<file path="config.mk">
export PLATFORM = sky130hd
export DESIGN_NAME = rc_cause_reg
export DESIGN_NICKNAME = d
export VERILOG_FILES = /design/src/rtl/rc_pkg.sv /design/src/rtl/rc_edge_det.sv /design/src/rtl/rc_bus_decode.sv /design/src/rtl/rc_flag_reg.sv /design/src/rtl/rc_cause_reg.sv
export SDC_FILE = /design/constraint.sdc
export NUM_CORES = 1
export LEC_CHECK = 0
export ABC_CLOCK_PERIOD_IN_PS = 800
export BUFFER_PORTS_ARGS = -buffer_cell sky130_fd_sc_hd__buf_2
export CAP_MARGIN = 20
export CORE_ASPECT_RATIO = 0.9
export CORE_MARGIN = 4
export CORE_UTILIZATION = 35
export DETAILED_ROUTE_END_ITERATION = 10
export GPL_TIMING_DRIVEN = 1
export PLACE_DENSITY = 0.7
export SYNTH_ARGS = -nofsm -noshare
export SYNTH_HDL_FRONTEND = slang
export SYNTH_SLANG_ARGS = --single-unit
export TNS_END_PERCENT = 30
</file>
<file path="constraint.sdc">
create_clock -name clk_i -period 0.8 [get_ports clk_i]
set_input_delay 0.04 -clock clk_i [delete_from_list [all_inputs] [get_ports clk_i]]
set_output_delay 0.04 -clock clk_i [all_outputs]
set_load 0.01 [all_outputs]
</file>
<file path="src/rtl/rc_pkg.sv">
package rc_pkg;
  localparam int NUM_EVT = 4;
  localparam logic [3:0] SEL_PRE  = 4'b1011;
  localparam logic [7:0] REG_ADDR = 8'hFF;

  // event index order: mr, wd, lv2, lv1
  localparam int EVT_POS [NUM_EVT] = '{3, 4, 6, 7};

  typedef struct packed {
    logic wr_ok;
    logic wr_bad;
    logic rd;
  } dec_t;

  function automatic int evt_of_bit(int b);
    int r;
    r = -1;
    for (int i = 0; i < NUM_EVT; i++)
      if (EVT_POS[i] == b) r = i;
    return r;
  endfunction
endpackage

</file>
<file path="src/rtl/rc_edge_det.sv">
module rc_edge_det #(
  parameter int N = 4
) (
  input  logic         clk_i,
  input  logic         rst_ni,
  input  logic [N-1:0] lvl_i,
  output logic [N-1:0] rise_o
);
  for (genvar i = 0; i < N; i++) begin : g_bit
    logic prev_q;
    always_ff @(posedge clk_i or negedge rst_ni) begin
      if (!rst_ni) prev_q <= 1'b0;
      else         prev_q <= lvl_i[i];
    end
    assign rise_o[i] = lvl_i[i] & ~prev_q;
  end
endmodule

</file>
<file path="src/rtl/rc_bus_decode.sv">
module rc_bus_decode
  import rc_pkg::*;
#(
  parameter int PRE_W  = 4,
  parameter int ADDR_W = 8,
  parameter int LEN_W  = 4,
  parameter logic [PRE_W-1:0]  PRE_SEL  = SEL_PRE,
  parameter logic [ADDR_W-1:0] ADDR_SEL = REG_ADDR
) (
  input  logic              valid_i,
  input  logic [PRE_W-1:0]  pre_i,
  input  logic [ADDR_W-1:0] addr_i,
  input  logic              wr_i,
  input  logic [LEN_W-1:0]  len_i,
  output dec_t              dec_o
);
  localparam logic [LEN_W-1:0] ONE_BYTE = LEN_W'(1);
  logic hit;

  always_comb begin
    hit          = valid_i && (pre_i == PRE_SEL) && (addr_i == ADDR_SEL);
    dec_o.wr_ok  = hit && wr_i && (len_i == ONE_BYTE);
    dec_o.wr_bad = hit && wr_i && (len_i != ONE_BYTE);
    dec_o.rd     = hit && !wr_i;
  end
endmodule

</file>
<file path="src/rtl/rc_flag_reg.sv">
module rc_flag_reg
  import rc_pkg::*;
#(
  parameter int DATA_W = 8,
  parameter int N      = NUM_EVT
) (
  input  logic              clk_i,
  input  logic              rst_ni,
  input  logic [N-1:0]      set_i,
  input  logic              wr_en_i,
  input  logic [DATA_W-1:0] wr_data_i,
  output logic [DATA_W-1:0] q_o
);
  for (genvar b = 0; b < DATA_W; b++) begin : g_bit
    localparam int EI = evt_of_bit(b);
    if (EI >= 0) begin : g_flag
      logic q;
      always_ff @(posedge clk_i or negedge rst_ni) begin
        if (!rst_ni)            q <= 1'b0;
        else if (set_i[EI])     q <= 1'b1;      // event wins over write
        else if (wr_en_i)       q <= wr_data_i[b];
      end
      assign q_o[b] = q;
    end else begin : g_zero
      assign q_o[b] = 1'b0;
    end
  end
endmodule

</file>
<file path="src/rtl/rc_cause_reg.sv">
module rc_cause_reg
  import rc_pkg::*;
#(
  parameter int PRE_W  = 4,
  parameter int ADDR_W = 8,
  parameter int LEN_W  = 4,
  parameter int DATA_W = 8
) (
  input  logic              clk_i,
  input  logic              rst_ni,
  input  logic              mr_evt_i,
  input  logic              wd_evt_i,
  input  logic              lv1_evt_i,
  input  logic              lv2_evt_i,
  input  logic              txn_valid_i,
  input  logic [PRE_W-1:0]  txn_pre_i,
  input  logic [ADDR_W-1:0] txn_addr_i,
  input  logic              txn_wr_i,
  input  logic [LEN_W-1:0]  txn_len_i,
  input  logic [DATA_W-1:0] txn_data_i,
  output logic [DATA_W-1:0] fault_o,
  output logic              rd_valid_o,
  output logic [DATA_W-1:0] rd_data_o,
  output logic              wr_ack_o,
  output logic              wr_nack_o
);
  logic [NUM_EVT-1:0] evt_lvl, evt_rise;
  dec_t dec;

  assign evt_lvl = {lv1_evt_i, lv2_evt_i, wd_evt_i, mr_evt_i};

  rc_edge_det #(.N(NUM_EVT)) u_edge (
    .clk_i (clk_i),
    .rst_ni(rst_ni),
    .lvl_i (evt_lvl),
    .rise_o(evt_rise)
  );

  rc_bus_decode #(.PRE_W(PRE_W), .ADDR_W(ADDR_W), .LEN_W(LEN_W)) u_dec (
    .valid_i(txn_valid_i),
    .pre_i  (txn_pre_i),
    .addr_i (txn_addr_i),
    .wr_i   (txn_wr_i),
    .len_i  (txn_len_i),
    .dec_o  (dec)
  );

  rc_flag_reg #(.DATA_W(DATA_W), .N(NUM_EVT)) u_reg (
    .clk_i    (clk_i),
    .rst_ni   (rst_ni),
    .set_i    (evt_rise),
    .wr_en_i  (dec.wr_ok),
    .wr_data_i(txn_data_i),
    .q_o      (fault_o)
  );

  always_ff @(posedge clk_i or negedge rst_ni) begin
    if (!rst_ni) begin
      rd_valid_o <= 1'b0;
      rd_data_o  <= '0;
      wr_ack_o   <= 1'b0;
      wr_nack_o  <= 1'b0;
    end else begin
      rd_valid_o <= dec.rd;
      wr_ack_o   <= dec.wr_ok;
      wr_nack_o  <= dec.wr_bad;
      if (dec.rd) rd_data_o <= fault_o;
    end
  end
endmodule

</file>
---- Word level (Yosys, flattened, before mapping) ----
Cells that the tools add are included.
cells by class
  equal/unequal tests ..................... 4
  multiplexer cells ....................... 8
  bitwise logic cells ..................... 8
  reductions and logical operators ........ 11
operators by type and width
  kind                                                                     count
  8-bit == test, second input constant                                     1
  1-bit 2-to-1 mux                                                         8
  2-bit nonzero test                                                       4
  1-bit logical AND                                                        6
  1-bit bitwise AND                                                        4
  4-bit by 1-bit == test with 1-bit output, second input constant          1
  4-bit == test, second input constant                                     1
  4-bit by 1-bit inequality test with 1-bit output, second input constant  1
  1-bit inverter                                                           4
  1-bit logical NOT                                                        1
storage, ports and cells
  register bits ........................... 15
  bits of input ports ..................... 32
  output and inout port bits .............. 19
  logic and storage cells ................. 43

---- Logic depth before layout (Yosys ltp) ----
Gate-level depths: netlist (run 1).
  depth in word-level cells ............... 7
  depth in mapped cells ................... 4
  depth with buffers taken out ............ 4

---- Cells and area by module ----
From an unflattened synthesis (run 1), not the netlist that was laid out.
second synthesis, totals
  cells, all modules ...................... 60
  area total of the unflattened synthesis .. 860.8 um^2
modules (own cells, without submodules)
  module         times used  cells each  area each (um^2)  seq. area each (um^2)
  rc_cause_reg   1           20          406.6             275.3
  rc_flag_reg    1           21          225.2             100.1
  rc_edge_det    1           8           155.1             100.1
  rc_bus_decode  1           11          73.8              0.0

---- Least setup slack after synthesis (run 1) ----
Ideal clock, no wire load.
  path type ............................... input -> register
  start point ............................. in txn_addr_i[3]
  end point ............................... reg u_reg.g_bit[3].g_flag.q
  setup time .............................. 0.127 ns
  arrival ................................. 0.929 ns
  data required time ...................... 0.673 ns
  path slack .............................. -0.256 ns
  stages on the path ...................... 4
  buffers on the path ..................... 0
  path through ............................ nand4_2 > or4_4 > o21ai_1 > nand3_1
on the way
  cells in the longest elaborated chain, start to end .. 5
ends and longest elaborated chain
  item                             RTL line             source
  start, declared                  rc_cause_reg.sv:17   input logic [ADDR_W-1:0] txn_addr_i,
  8-bit == test                    rc_bus_decode.sv:21  hit = valid_i && (pre_i == PRE_SEL) && (addr_i == ADDR_SEL);
  1-bit logical AND                rc_bus_decode.sv:21
  1-bit logical AND (2 in series)  rc_bus_decode.sv:22  dec_o.wr_ok = hit && wr_i && (len_i == ONE_BYTE);
  2-bit nonzero test (no line)     --
  end signal, assigned             rc_flag_reg.sv:21    else if (wr_en_i) q <= wr_data_i[b];
  end, declared                    rc_flag_reg.sv:17    logic q;
Every way passes these cells.
A chain may end at the register's enable or synchronous reset.

---- Worst setup path in the final report (run 1) ----
  start point ............................. in txn_wr_i
  end point ............................... reg u_reg.g_bit[6].g_flag.q
on the way
  cells in the longest elaborated chain, start to end .. 3
ends and longest elaborated chain
  item                             RTL line             source
  start, declared                  rc_cause_reg.sv:18   input logic txn_wr_i,
  1-bit logical AND (2 in series)  rc_bus_decode.sv:22
  2-bit nonzero test (no line)     --
  end signal, assigned             rc_flag_reg.sv:21
  end, declared                    rc_flag_reg.sv:17
Every way passes these cells.

==> results of run 1 <==
-- worst max-delay path by stage --
stage	from	end	slack, ns	cells past startpoint
final	txn_wr_i	u_reg.g_bit[6].g_flag.q	-0.09	5
after detailed placement	txn_pre_i[2]	u_reg.g_bit[3].g_flag.q	-0.43	5
after global placement	txn_pre_i[2]	u_reg.g_bit[4].g_flag.q	-0.38	5
after CTS	u_reg.g_bit[3].g_flag.q	fault_o[3]	-0.08	1
after floorplan	txn_pre_i[2]	u_reg.g_bit[3].g_flag.q	-0.25	4
after global routing	txn_wr_i	u_reg.g_bit[3].g_flag.q	-0.12	5
-- state kept, by name (all words and copies together) (netlist names) --
register and count:
rd_valid_o 1, wr_ack_o 1, rd_data_o 4, u_reg.g_bit.g_flag.q 4
u_edge.g_bit.prev_q 4, wr_nack_o 1
-- per-stage QoR --
stage	instance area, µm²	setup WS [ns]
floorplan	749	-0.250
global placement	911	-0.385
detailed placement	911	-0.425
CTS	1130	-0.0849
global route	1150	-0.122
finish	1150	-0.0911
-- metal layers --
layer / global-route usage, % / part of all wire, %
met5: 0 / 0
met4: 6.72 / 2.2
met3: 5.05 / 9.3
met2: 21.1 / 49
met1: 14.6 / 39
-- placed cells by master (no fill, tap or decap) --
cell type,count
buf_4,8
nand4b_1,1
buf_2,32
clkinv_2,1
or4_4,1
nand3_1,8
nor2_2,2
clkbuf_4,3
mux2_2,1
or4b_4,1
nor4_1,1
nand4_1,1
mux2_4,3
buf_6,7
nand2_2,1
conb_1,8
nor4b_1,1
dfrtp_1,15
nand2b_1,4
o21ai_1,1
o21ai_2,3
dlygate4sd3_1,9
nand4_4,1
nor4_4,1
nand4b_4,1
-- final cells by class --
type	count	area, µm²	area share (%)
clock inverter	1	5.00	0.437
timing repair buffer	56	389	34.0
multi-input combinational	40	323	28.2
clock buffer	3	22.5	1.97
tap	25	31.3	2.73
sequential	15	375	32.8
-- power by group --
group          internal [mW]  leakage (nW)  switching [mW]  total (mW)
logic                  0.118         0.364          0.0929       0.210
clock network          0.186        0.0177           0.258       0.444
registers              0.768         0.179         0.00200       0.770
total                   1.07         0.561           0.353        1.43
-- cell families (layout without fill, tap and decap cells) --
kind of cell	after synthesis	in the layout	share of synthesized area, %
mux	4	4	6.23
buf+inv	12	60	12.5
simple gates	24	24	26.1
other cells	1	8	0.519
flops	15	15	51.9
compound gates	4	4	2.77
-- what timing repair did --
action	CTS	global route
setup buffers	5	0
hold buffers	9	0
hold endpoints to repair	23	0
pin swaps	2	2
gates cloned	0	0
endpoints found under the setup margin	19	21
gates resized for setup	14	3
==> qor.yml, run 1 <==
status: "complete, but fails checks"
violations: "negative setup slack"
start_util_pct: 37.4
ir_drop_mv: 0.622
fin_util_pct: 59.3
clk_pin_slew_ns: 0.10
post-route-period-util_pct: 111
die-area_um2: 2860
synth_ff_type: "dfrtp_1"
fin_crit_ns: 0.891
grt_setup_unrepaired: "yes"
cts_root_buffer: "clkbuf_4"
clk_latency_ns: 0.29
timing.critical_path.from_type: "primary input"
cts_buffer_depth: 2
via_count: 626
dr.pass1.iters: 4
viasPerCell: 4.47
syn_to_final_growth_pct: 58.5
syn-cell-area_um2: 723
maxCapViolations: 0
drv_slew: 0
power.leakage_nw: 0.561
ys_ff_latch: 15
drt-initial-drc-count: 17
gr-usage-all-layers_pct: 12.9
fillers: 148
routed_wl_um: 1820
synth_top_cell_area_share_pct: 51.9
path_buf_inv: 1
synth_commonest_cells: "15 x dfrtp_1, 12 x buf_4, 8 x nand3_1"
cpLargestDelayFamily: "simple AND/OR/NAND/NOR gates"
grt_pass1_wl_um: 2770
crit_type: "primary input to flip-flop"
yosysWarnings: 0
setup_violations: 21
holdPathEnd: "wr_ack_o"
tns_ns: -1.26
grt_pass1_vias: 640
routedWlPerCell_um: 13.0
timing.final.ws_setup_ns: -0.0911
power_mw: 1.43
cp_data_required_time_ns: 0.98
ys_types: 18
syn_inst: 60
worst_clock_skew_ns: 0.000554
cp_cell_sequence: "buf_6 > nand4_1 > or4_4 > o21ai_1 > nand3_1"
endpoint_kind: "flip-flop"
nets: 148
h-tree-depth: 1
synth.largest_area_cell: "dfrtp_1"
yosys-top-cells-area: "dfrtp_1 52%, buf_4 12%, mux2_2 6.2%"
die-height_um: 51.1
ff2ff_path_depth: 1
grt_max_degree: 16
cts_tree: "yes"
placeableCoreArea_um2: 1930
postRouteAntennaNets: 0
hold_viol_final: 0
worstPathMaxFanout: 5
slowest_delay_ns: 0.60
async_flop_share_pct: 100
rows: 15
max_freq_mhz: 1120
drive_above_1_share_pct: 57.4
io_pins: 51
hold_start: "txn_len_i[1]"
arrival_ns: 1.07
dp.cells: 122
power_density_nw_per_um2: 1240
worst_path_max_delay_cell: "or4_4"
portBuffers: 38
yosysSeqAreaShare_pct: 51.9
yosysMostFrequentCell: "dfrtp_1"
rrSetupSlack_ns: 0.02
instances_no_fill: 140
r2r_end: "rd_data_o[4]"
synth_edf_count: 0
cts_made_buffers: 3
gp_congestion: 0.734
holdWs_ns: 0.0750
whs_path_depth: 3
avgSynthCellArea_um2: 12.1
hold_class: "primary input to flip-flop"
die_x_um: 55.9
cts.sinks: 15
antenna_cells: 0
antenna_found_initial: 0
timing.rr.start: "u_reg.g_bit[4].g_flag.q"
overflow: 0
drc: 0
Power figures use the tool's default switching activity.
==> run 2, diff against run 1 <==
Settings changed: CORE_MARGIN 4 to 10, TNS_END_PERCENT 30 to 20.
==> qor.yml, run 2 (synthesis results as in run 1) <==
status: "complete, but fails checks"  # unchanged
violations: "negative setup slack"  # unchanged
setup_violations: 19  # was 21
worst_clock_skew_ns: 0.00597  # was 0.000554 ns
largest_registers: "rd_data_o: 4 flops, u_edge.g_bit.prev_q: 4 flops, u_reg.g_bit.g_flag.q: 4 flops"  # unchanged
dpl_cell_area_um2: 911  # unchanged
cts_made_buffers: 3  # unchanged
power_mw: 1.41  # was 1.43 mW
drc: 0  # unchanged
path_buf_inv: 1  # unchanged
dr.pass1.iters: 4  # unchanged
clk_pin_slew_ns: 0.09  # was 0.10 ns
postRouteAntennaNets: 0  # unchanged
via_count: 621  # was 626
rrSetupSlack_ns: -0.01  # was 0.02 ns
routed_wl_um: 2120  # was 1820 µm
cp_cell_sequence: "buf_6 > nand4_1 > or4_4 > o21ai_1 > nand3_1"  # unchanged
ir_drop_mv: 0.956  # was 0.622 mV
routedWlPerCell_um: 15.5  # was 13.0 µm
place_worst_setup_slack_ns: -0.428  # was -0.425 ns
m1WireLength_um: 807  # was 713 µm
fin_crit_ns: 0.884  # was 0.891 ns
cpLargestDelayFamily: "simple AND/OR/NAND/NOR gates"  # unchanged
power_density_nw_per_um2: 1230  # was 1240 nW/µm²
placeableCoreArea_um2: 1930  # unchanged
whs_path_depth: 3  # unchanged
cts_buffer_depth: 2  # unchanged
portBuffers: 38  # unchanged
maxCapViolations: 0  # unchanged
gp_congestion: 0.789  # was 0.734
cts_tree: "yes"  # unchanged
gr-usage-all-layers_pct: 9.97  # was 12.9%
syn_to_final_growth_pct: 58.7  # was 58.5%
max_freq_mhz: 1130  # was 1120 MHz
post-route-period-util_pct: 111  # about the same
hold_start: "txn_len_i[3]"  # was txn_len_i[1]
drive_above_1_share_pct: 53.6  # was 57.4%
clk_latency_ns: 0.29  # about the same
endpoint_kind: "flip-flop"  # unchanged
clockPowerShare_pct: 30.1  # was 31.2%
r2r_end: "u_reg.g_bit[6].g_flag.q"  # was rd_data_o[4]
fillers: 161  # was 148
worst_path_max_delay_cell: "or4_4"  # unchanged
switchingPower_mw: 0.338  # was 0.353 mW
intPower_mw: 1.08  # was 1.07 mW
top_layer: "met4"  # unchanged
overflow: 0  # unchanged
timing.rr.start: "u_reg.g_bit[6].g_flag.q"  # was u_reg.g_bit[4].g_flag.q
holdWs_ns: 0.0704  # was 0.0750 ns
ff2ff_path_depth: 3  # was 1
stdcell_area_um2: 1150  # about the same
dp_hpwl_um: 1590
p_seq_share_pct: 54.5  # was 54.1%
h-tree-depth: 1  # unchanged
die_x_um: 67.9  # was 55.9 µm
die-height_um: 63.1  # was 51.1 µm
sw_frac_of_total_pct: 23.9  # was 24.8%
hold_class: "primary input to flip-flop"  # unchanged
cts.sinks: 15  # unchanged
instances_no_fill: 137  # was 140
rows: 15  # unchanged
antenna_cells: 0  # unchanged
arrival_ns: 1.06  # was 1.07 ns
holdPathEnd: "wr_ack_o"  # unchanged
slowest_delay_ns: 0.58  # was 0.60 ns
grt_max_degree: 16  # unchanged
drt-initial-drc-count: 14  # was 17
timing.critical_path.from_type: "primary input"  # unchanged
layout_common_cells: "26 x buf_2, 15 x dfrtp_1, 12 x buf_6"  # was 32 x buf_2, 15 x dfrtp_1, 9 x dlygate4sd3_1
dr_wl_met2_um: 1090  # was 892 µm
start_util_pct: 37.4  # unchanged
wl_met3_um: 206  # was 168 µm
grt_setup_unrepaired: "yes"  # unchanged
dp.cells: 122  # unchanged
crit_type: "primary input to flip-flop"  # unchanged
worstPathMaxFanout: 6  # was 5
layout_commonest_cell: "buf_2"  # unchanged
nets: 145  # was 148
share_comb_of_total_power_pct: 15.4  # was 14.8%
viasPerCell: 4.53  # was 4.47
grt_pass1_vias: 692  # was 640
die-area_um2: 4290  # was 2860 µm²
io_pins: 51  # unchanged
cp_data_required_time_ns: 0.97  # was 0.98 ns
drv_slew: 0  # unchanged
hold_viol_final: 0  # unchanged
antenna_found_initial: 0  # unchanged
cts_root_buffer: "clkbuf_4"  # unchanged
power.leakage_nw: 0.553  # was 0.561 nW
grt_pass1_wl_um: 3300  # was 2770 µm
timing.final.ws_setup_ns: -0.0845  # was -0.0911 ns
==> run 2: changes by cell type in the layout (fill, tap and decap cells not counted), moves of 2 or more <==
cell,before,now
nor2_1,0,2
buf_2,32,26
buf_4,8,6
buf_6,7,12
o21ai_1,1,3
nor2_2,2,0
o21ai_2,3,1
==> run 2: area by class of cell <==
type	count	area [µm²]	share of cell area, %
multi-input combinational	40	313	27.3
tap	25	31.3	2.73
clock buffer	3	22.5	1.96
clock inverter	1	5.00	0.436
timing repair buffer	53	400	34.9
sequential	15	375	32.7
==> run 2: per-layer routing <==
metal / global-route usage, % / vias up
met1: 11.1 / 290
met2: 15.6 / 29
met3: 5.65 / 3
met4: 3.02 / 0
li1: - / 299
met5: 0 / -
==> run 2: stage by stage <==
stage	utilization [%]	setup TNS [ns]
after floorplan	-	-2.11
after global placement	47.1	-3.52
after detailed placement	47.1	-3.75
after CTS	57.1	-1.09
after global routing	59.4	-1.83
final	59.4	-1.16
==> run 2: worst min-delay path, cell delays in order <==
cell and delay [ns]:
buf_2 0.09, or4b_4 0.15, nor2_1 0.05
==> run 2: worst max path at each step <==
| stage | start | endpoint | slack (ns) | depth (start not counted) |
|---|---|---|---|---|
| after floorplan | txn_pre_i[2] | u_reg.g_bit[3].g_flag.q | -0.25 | 4 |
| after global placement | txn_pre_i[2] | u_reg.g_bit[7].g_flag.q | -0.40 | 5 |
| after detailed placement | txn_pre_i[2] | u_reg.g_bit[6].g_flag.q | -0.43 | 5 |
| after CTS | u_reg.g_bit[4].g_flag.q | fault_o[4] | -0.1 | 1 |
| after global routing | u_reg.g_bit[4].g_flag.q | fault_o[4] | -0.12 | 1 |
| final | txn_pre_i[0] | u_reg.g_bit[3].g_flag.q | -0.08 | 5 |
==> run 2: power groups by stage <==
| stage | Clock [mW] | Sequential (mW) | Combinational [mW] |
|---|---|---|---|
| 2_1_floorplan | 0 | 0.786 | 0.0751 |
| 3_3_place_gp | 0 | 0.785 | 0.142 |
| 3_5_place_dp | 0 | 0.785 | 0.147 |
| 4_1_cts | 0.445 | 0.770 | 0.208 |
| 5_1_grt | 0.480 | 0.771 | 0.238 |
| 6_report | 0.425 | 0.770 | 0.218 |
==> run 2: timing repair <==
action                                 4_1_cts  5_1_grt
resized for setup                           11        7
setup buffers                                2        0
setup endpoints to repair                   19       19
pin swaps                                    2        1
gates cloned                                 0        0
hold buffers                                 9        0
endpoints found under the hold margin       23        0
==> run 3, diff against run 2 <==
Settings changed: SETUP_SLACK_MARGIN set to 0.1.
==> qor.yml, run 3 (synthesis results as in run 1) <==
status: "complete, but fails checks"  # unchanged
violations: "negative setup slack"  # unchanged
layout_common_cells: "26 x buf_2, 15 x dfrtp_1, 12 x buf_6"  # unchanged
worst_clock_skew_ns: 0.00597  # unchanged
drt-initial-drc-count: 14  # unchanged
grt_setup_unrepaired: "yes"  # unchanged
maxCapViolations: 0  # unchanged
hold_viol_final: 0  # unchanged
portBuffers: 38  # unchanged
arrival_ns: 1.06  # about the same
antenna_cells: 0  # unchanged
power_density_nw_per_um2: 1230  # unchanged
cts_buffer_depth: 2  # unchanged
post-route-period-util_pct: 111  # unchanged
overflow: 0  # unchanged
power.leakage_nw: 0.553  # unchanged
gr-usage-all-layers_pct: 9.97  # unchanged
dp.cells: 122  # unchanged
grt_pass1_wl_um: 3300  # unchanged
grt_max_degree: 16  # unchanged
slowest_delay_ns: 0.58  # about the same
die-height_um: 63.1  # unchanged
cp-startpoint: "txn_pre_i[0]"  # unchanged
via_count: 621  # unchanged
die-area_um2: 4290  # unchanged
endpoint_kind: "flip-flop"  # unchanged
timing.critical_path.from_type: "primary input"  # unchanged
h-tree-depth: 1  # unchanged
cts.sinks: 15  # unchanged
ir_drop_mv: 0.956  # unchanged
cts_made_buffers: 3  # unchanged
drv_slew: 0  # unchanged
dp_hpwl_um: 1590  # unchanged
max_freq_mhz: 1130  # unchanged
postRouteAntennaNets: 0  # unchanged
fillers: 161  # unchanged
cp_cell_sequence: "buf_6 > nand4_1 > or4_4 > o21ai_1 > nand3_1"  # unchanged
largest_registers: "rd_data_o: 4 flops, u_edge.g_bit.prev_q: 4 flops, u_reg.g_bit.g_flag.q: 4 flops"  # unchanged
rrSetupSlack_ns: -0.01  # about the same
cts_tree: "yes"  # unchanged
nets: 145  # unchanged
setup_violations: 19  # unchanged
worst_path_max_delay_cell: "or4_4"  # unchanged
routed_wl_um: 2120  # unchanged
placeableCoreArea_um2: 1930  # unchanged
clk_latency_ns: 0.29  # about the same
viasPerCell: 4.53  # unchanged
drc: 0  # unchanged
io_pins: 51  # unchanged
crit_type: "primary input to flip-flop"  # unchanged
cp_data_required_time_ns: 0.97  # about the same
hold_class: "primary input to flip-flop"  # unchanged
fin_crit_ns: 0.884  # unchanged
antenna_found_initial: 0  # unchanged
clk_pin_slew_ns: 0.09  # about the same
holdWs_ns: 0.0704  # unchanged
gp_congestion: 0.789  # unchanged
dr.pass1.iters: 4  # unchanged
timing.final.ws_setup_ns: -0.0845  # unchanged
instances_no_fill: 137  # unchanged
worstPathMaxFanout: 6  # unchanged
rows: 15  # unchanged
timing.rr.start: "u_reg.g_bit[6].g_flag.q"  # unchanged
drive_above_1_share_pct: 53.6  # unchanged
start_util_pct: 37.4  # unchanged
layout_commonest_cell: "buf_2"  # unchanged
die_x_um: 67.9  # unchanged
cts_root_buffer: "clkbuf_4"  # unchanged
grt_pass1_vias: 692  # unchanged
routedWlPerCell_um: 15.5  # unchanged
power_mw: 1.41  # unchanged
place_worst_setup_slack_ns: -0.428  # unchanged
syn_to_final_growth_pct: 58.7  # unchanged
hold_start: "txn_len_i[3]"  # unchanged
## run 3: worst paths after layout
kind	cells past startpoint	end
worst max-delay path	5	u_reg.g_bit[3].g_flag.q
min in group asynchronous	2	u_reg.g_bit[3].g_flag.q
worst max register to register	3	u_reg.g_bit[6].g_flag.q
worst min register to register	1	rd_data_o[4]
max in group asynchronous	2	u_edge.g_bit[0].prev_q
worst min-delay path	3	wr_ack_o
## run 3: report_power, final
| part | internal, mW | total [mW] | leakage, nW | switching (mW) |
|---|---|---|---|---|
| Clock | 0.186 | 0.425 | 0.0177 | 0.239 |
| Sequential | 0.768 | 0.770 | 0.179 | 0.00216 |
| Combinational | 0.121 | 0.218 | 0.356 | 0.0963 |
| Total | 1.08 | 1.41 | 0.553 | 0.338 |
## run 3: stage by stage
step / util (%) / TNS [ns] / cell area [µm²]
after floorplan: - / -2.11 / 749
after global placement: 47.1 / -3.52 / 911
after detailed placement: 47.1 / -3.75 / 911
after CTS: 57.1 / -1.09 / 1100
after global routing: 59.4 / -1.83 / 1150
final: 59.4 / -1.16 / 1150
## run 3: routing by layer
| metal | part of all wire [%] | wire length, µm | track usage [%] | vias up |
|---|---|---|---|---|
| met5 | 0 | 0 | 0 | - |
| met4 | 0.47 | 10 | 3.02 | 0 |
| met3 | 9.7 | 206 | 5.65 | 3 |
| met2 | 52 | 1090 | 15.6 | 29 |
| met1 | 38 | 807 | 11.1 | 290 |
| li1 | - | - | - | 299 |
## run 3: repair_timing
| item | CTS | global route |
|---|---|---|
| gates resized for setup | 11 | 7 |
| buffers inserted | 2 | 0 |
| endpoints found under the setup margin | 21 | 21 |
| hold buffers | 9 | 0 |
| cloned | 0 | 0 |
| endpoints found under the hold margin | 23 | 0 |
| pin swaps | 2 | 1 |
## run 3: area by class of cell
type | count | area [µm²] | share of cell area [%]
clock buffer | 3 | 22.5 | 1.96
multi-input combinational | 40 | 313 | 27.3
timing repair buffer | 53 | 400 | 34.9
tap | 25 | 31.3 | 2.73
clock inverter | 1 | 5.00 | 0.436
sequential | 15 | 375 | 32.7
## run 3: worst max-delay path: cells and delay by family
kind            cells  cell delay [ns]
compound gates      1             0.15
buf+inv             1             0.07
simple gates        3             0.79
